`src/rtl/gpio_drive_port.sv`:
```
module gpio_drive_port #(
  parameter int PINS = 16,
  parameter int AW = 4,
  parameter logic [AW-1:0] OFS_DATA = 4'h0,
  parameter logic [AW-1:0] OFS_SETCLR = 4'h4,
  parameter logic [AW-1:0] OFS_CLR = 4'h8
) (
  input  logic            clk,
  input  logic            rst,
  input  logic [AW-1:0]   addr,
  input  logic            wr_en,
  input  logic [2*PINS-1:0] wr_data,
  input  logic            rd_en,
  output logic [2*PINS-1:0] rd_data,
  output logic [PINS-1:0] pins
);
  localparam int WORD = 2 * PINS;

  logic [PINS-1:0] out_q, out_d, set_m, clr_m;
  logic hit_data, hit_sc, hit_clr;

  assign hit_data = wr_en && (addr == OFS_DATA);
  assign hit_sc   = wr_en && (addr == OFS_SETCLR);
  assign hit_clr  = wr_en && (addr == OFS_CLR);

  assign set_m = wr_data[PINS-1:0];
  assign clr_m = wr_data[WORD-1:PINS];

  always_comb begin
    out_d = out_q;
    if (hit_data)
      out_d = wr_data[PINS-1:0];
    else if (hit_sc)
      out_d = (out_q & ~clr_m) | set_m;
    else if (hit_clr)
      out_d = out_q & ~wr_data[PINS-1:0];
  end

  always_ff @(posedge clk) begin
    if (rst) begin
      out_q   <= '0;
      rd_data <= '0;
    end else begin
      out_q   <= out_d;
      rd_data <= (rd_en && addr == OFS_DATA) ? {{PINS{1'b0}}, out_q} : '0;
    end
  end

  assign pins = out_q;

  AST_SET_APPLIED: assert property (@(posedge clk) disable iff (rst)
    (wr_en && addr == OFS_SETCLR) |=> ((pins & $past(wr_data[PINS-1:0])) == $past(wr_data[PINS-1:0])));
  AST_CLEAR_APPLIED: assert property (@(posedge clk) disable iff (rst)
    (wr_en && addr == OFS_SETCLR) |=> ((pins & $past(wr_data[WORD-1:PINS]) & ~$past(wr_data[PINS-1:0])) == '0));
  AST_CLR_ONLY: assert property (@(posedge clk) disable iff (rst)
    (wr_en && addr == OFS_CLR) |=> ((pins & $past(wr_data[PINS-1:0])) == '0));
  AST_SET_WINS: assert property (@(posedge clk) disable iff (rst)
    (wr_en && addr == OFS_SETCLR && (wr_data[PINS-1:0] & wr_data[WORD-1:PINS]) != '0)
      |=> ((pins & $past(wr_data[PINS-1:0] & wr_data[WORD-1:PINS])) == $past(wr_data[PINS-1:0] & wr_data[WORD-1:PINS])));
  AST_SC_KEEP: assert property (@(posedge clk) disable iff (rst)
    (wr_en && addr == OFS_SETCLR)
      |=> (((pins ^ $past(pins)) & ~($past(wr_data[PINS-1:0]) | $past(wr_data[WORD-1:PINS]))) == '0));
  AST_CLR_KEEP: assert property (@(posedge clk) disable iff (rst)
    (wr_en && addr == OFS_CLR) |=> (((pins ^ $past(pins)) & ~$past(wr_data[PINS-1:0])) == '0));
  AST_UNMAPPED_HOLD: assert property (@(posedge clk) disable iff (rst)
    (!wr_en || (addr != OFS_DATA && addr != OFS_SETCLR && addr != OFS_CLR)) |=> $stable(pins));
  AST_WO_READ_ZERO: assert property (@(posedge clk) disable iff (rst)
    (!rd_en || addr != OFS_DATA) |=> (rd_data == '0));
  AST_READ_OLD: assert property (@(posedge clk) disable iff (rst)
    (rd_en && addr == OFS_DATA) |=> (rd_data == {{PINS{1'b0}}, $past(pins)}));
endmodule

```
`config.mk`:
```
export PLATFORM = sky130hd
export DESIGN_NAME = gpio_drive_port
export DESIGN_NICKNAME = d
export VERILOG_FILES = /design/src/rtl/gpio_drive_port.sv
export SDC_FILE = /design/constraint.sdc
export NUM_CORES = 1
export LEC_CHECK = 0
export BUFFER_PORTS_ARGS = -buffer_cell sky130_fd_sc_hd__buf_4
export CAP_MARGIN = 0
export CORE_MARGIN = 2
export CORE_UTILIZATION = 47
export CTS_CLUSTER_DIAMETER = 200
export DETAILED_ROUTE_END_ITERATION = 12
export GPL_TIMING_DRIVEN = 0
export HOLD_SLACK_MARGIN = 0.12
export PLACE_DENSITY = 0.84
export SYNTH_ARGS = -nofsm -noshare
export SYNTH_HDL_FRONTEND = slang
export SYNTH_SLANG_ARGS = --single-unit
```
`constraint.sdc`:
```
create_clock -name clk -period 2.05 [get_ports clk]
set_input_delay 0.205 -clock clk [delete_from_list [all_inputs] [get_ports clk]]
set_output_delay 0.205 -clock clk [all_outputs]
set_load 0.05 [all_outputs]
```
==> flow_summary_export.csv <==
group,metric,value,unit
setup_path,r2r_end,"pins[0]$_SDFFE_PP0P_",
route,drc_errors,0,
logic_synthesis,syn-cell-area,1580,sq um
timing,slew_violations,0,
placement,place_ws,514,ps
logic_synthesis,synth-xor-area-share,0,%
global_routing,antenna_found_initial,0,
timing,rsz0062_at_grt,"no",
logic_synthesis,ys_seq_area_share,40.6,%
clocking,cts_resized,0,
die,io-pin-count,88,
setup_path,r2r_cells,3,
setup_path,r2r_slack,1150,ps
clocking,htreeDepth,2,
setup_path,criticalPathCategory,"in -> reg",
clocking,root_buffer,"clkbuf_4",
die,die_x,61.9,um
die,fp.coreArea,3280,sq um
global_routing,grt_overflow,0,
timing,fin_crit_sh,59.0,%
layout,layout-drive-gt1-share,35.1,%
power_and_ir_drop,peakVddDrop,0.332,mV
clocking,cts_buffer_depth,2,
route,dr.pass1.iters,4,
logic_synthesis,synth_top_family_by_area,"simple AND/OR/NAND/NOR gates",
setup_path,end_kind,"register",
clocking,clk_pin_slew,100,ps
placement,dp_hpwl,3040,um
setup_path,crit_path_start,"addr[3]",
power_and_ir_drop,p_per_area,600,nW/um^2
layout,seqCellArea,641,sq um
global_routing,grt_pass1_wl,6550,um
placement,numPortBuffers,69,
route,routed_wl,4350,um
setup_path,cp_max_fo,10,
layout,multiInputGateArea,791,sq um
logic_synthesis,synth_compound_area_share,13.3,%
power_and_ir_drop,leakage,1.13,nW
timing,min_period,1210,ps
layout,areaGrowthSynthToFinish,53.8,%
route,drtIter0Drc,96,
worst_hold_path,hold_start,"wr_data[2]",
die,die_area,3830,sq um
die,num_rows,21,
route,via_count,1616,
placement,place.gp.congestion,0.805,
logic_synthesis,ys_warn_count,0,
timing,worst_pin_slew,511,ps
outcome,status,"finished clean",
clocking,cts_tree,"yes",
logic_synthesis,synth-simple-area-share,33.1,%
logic_synthesis,yosysUniqueCellTypes,18,
logic_synthesis,synthMuxAreaShare,0,%
timing,slew-limit-headroom,65.7,%
logic_synthesis,synth_area_per_cell,8.81,sq um
clocking,cts_num_sinks,32,
setup_path,r2r-start,"pins[0]$_SDFFE_PP0P_",
timing,final-setup-viol-count,0,
timing,fin_ws,841,ps
route,wire_per_inst,13.1,um
die,die_y,61.9,um
worst_hold_path,hold_path_depth,3,
clocking,numCtsBuffers,5,
route,vias_per_cell,4.88,
setup_path,cp.required,2270,ps
layout,fillers,266,
timing,hold_viol,0,
route,antenna_left,0,
clocking,post-cts-setup-buffers,0,
global_routing,grt_pass1_vias,1458,
die,initial_core_util,48.0,%
logic_synthesis,synth_fa_ha_area_share,0,%
logic_synthesis,synth-seq-cells,32,
timing,final.setup.tns,0,ps
setup_path,startpoint_type,"input pin",
timing,skew,14.2,ps
logic_synthesis,netlist_instances,179,
worst_hold_path,whs_endpoint,"pins[2]$_SDFFE_PP0P_",
timing,max_freq,0.827,GHz
setup_path,arrival,1430,ps
worst_hold_path,worstHoldPathType,"in -> reg",
run,drv_cap,0,
global_routing,grt_max_degree,11,
clocking,clock_latency,340,ps
global_routing,grt_usage,23.5,%
layout,n_antenna_cell,0,
clocking,hold_buffers,14,
layout,layout.nets,324,
## registers in the layout (all words and copies together) (netlist names)
name     cells
rd_data     16
pins        16
## report_power, final
part / total [mW] / switching [mW] / leakage [nW] / internal, mW
registers: 0.650 / 0.0137 / 0.259 / 0.636
clock network: 0.474 / 0.219 / 0.0422 / 0.255
logic: 0.332 / 0.198 / 0.832 / 0.133
total: 1.46 / 0.431 / 1.13 / 1.02
## metrics by stage
| stage | total power, mW | utilization (%) | area (sq um) | std cells | hold slack [ps] |
|---|---|---|---|---|---|
| final | 1.46 | 73.8 | 2420 | 331 | 143 |
| after CTS | 1.45 | 73.8 | 2420 | 331 | 145 |
| after detailed placement | 0.971 | 67.2 | 2210 | 309 | 445 |
| after global routing | 1.51 | 73.8 | 2420 | 331 | 148 |
| after floorplan | 0.863 | - | 1630 | 194 | 338 |
| after global placement | 0.968 | 67.2 | 2210 | 309 | 439 |
## synthesized netlist by cell type, drive strengths merged
cell    count  area (sq um)
dfxtp      32           641
nand3      32           160
buf        22           171
and2       16           100
nor2b      16           100
nor3b      16           120
o211ai     16           120
o21ai      16          80.1
clkbuf      6          22.5
inv         2          7.51
a211o       1          8.76
and3b       1          10.0
conb        1          3.75
nor4        1          21.3
or4b        1          10.0
## layout make-up
cell class,count,area share [%]
multi-input cells,132,32.6
repair buffers,83,27.1
flip-flops and latches,32,26.4
plain buffers,28,8.00
well taps,46,2.37
clock buffers,6,1.70
clock inverters,2,1.44
inverters,2,0.310
## worst max-delay path, cell delays in order
cell and delay [ps]:
buf_4 130, or4b_1 500, buf_2 180, buf_6 150
o21ai_1 150, nand3_1 110
## how the worst max path moves through the flow
stage,to,slack (ps),cells after the start
6_report,pins[10]$_SDFFE_PP0P_,840,6
5_1_grt,pins[5]$_SDFFE_PP0P_,810,5
4_1_cts,pins[10]$_SDFFE_PP0P_,870,6
3_5_place_dp,pins[2]$_SDFFE_PP0P_,510,6
3_3_place_gp,rd_data[11]$_SDFF_PP0_,550,5
2_1_floorplan,pins[10]$_SDFFE_PP0P_,720,6
## layout by cell type (no fill, tap or decap), drive strengths merged
cell type    count
clkinv           1
dlygate4sd3     14
a211o            1
inv              2
and3b            1
o21ai           16
clkbuf          12
nor2b           16
dfxtp           32
buf             91
bufinv           1
nor4             1
nor3b           16
nand3           32
and2            16
or4b             1
conb            16
o211ai          16
## kinds of logic after synthesis
logic type / after synthesis
buffers and inverters: 30
AO/OA/AOI/OAI: 33
other: 1
flip-flops: 32
AND/OR/NAND/NOR: 83
## per-layer routing
layer | vias to the layer above | global-route usage (%) | share of wire (%)
met5 | - | 0 | 0
met4 | 0 | 10.3 | 1.5
met3 | 8 | 7.25 | 6.7
met2 | 66 | 38.6 | 50
met1 | 736 | 28.3 | 42
li1 | 806 | - | -
Power figures use the tool's default switching activity.
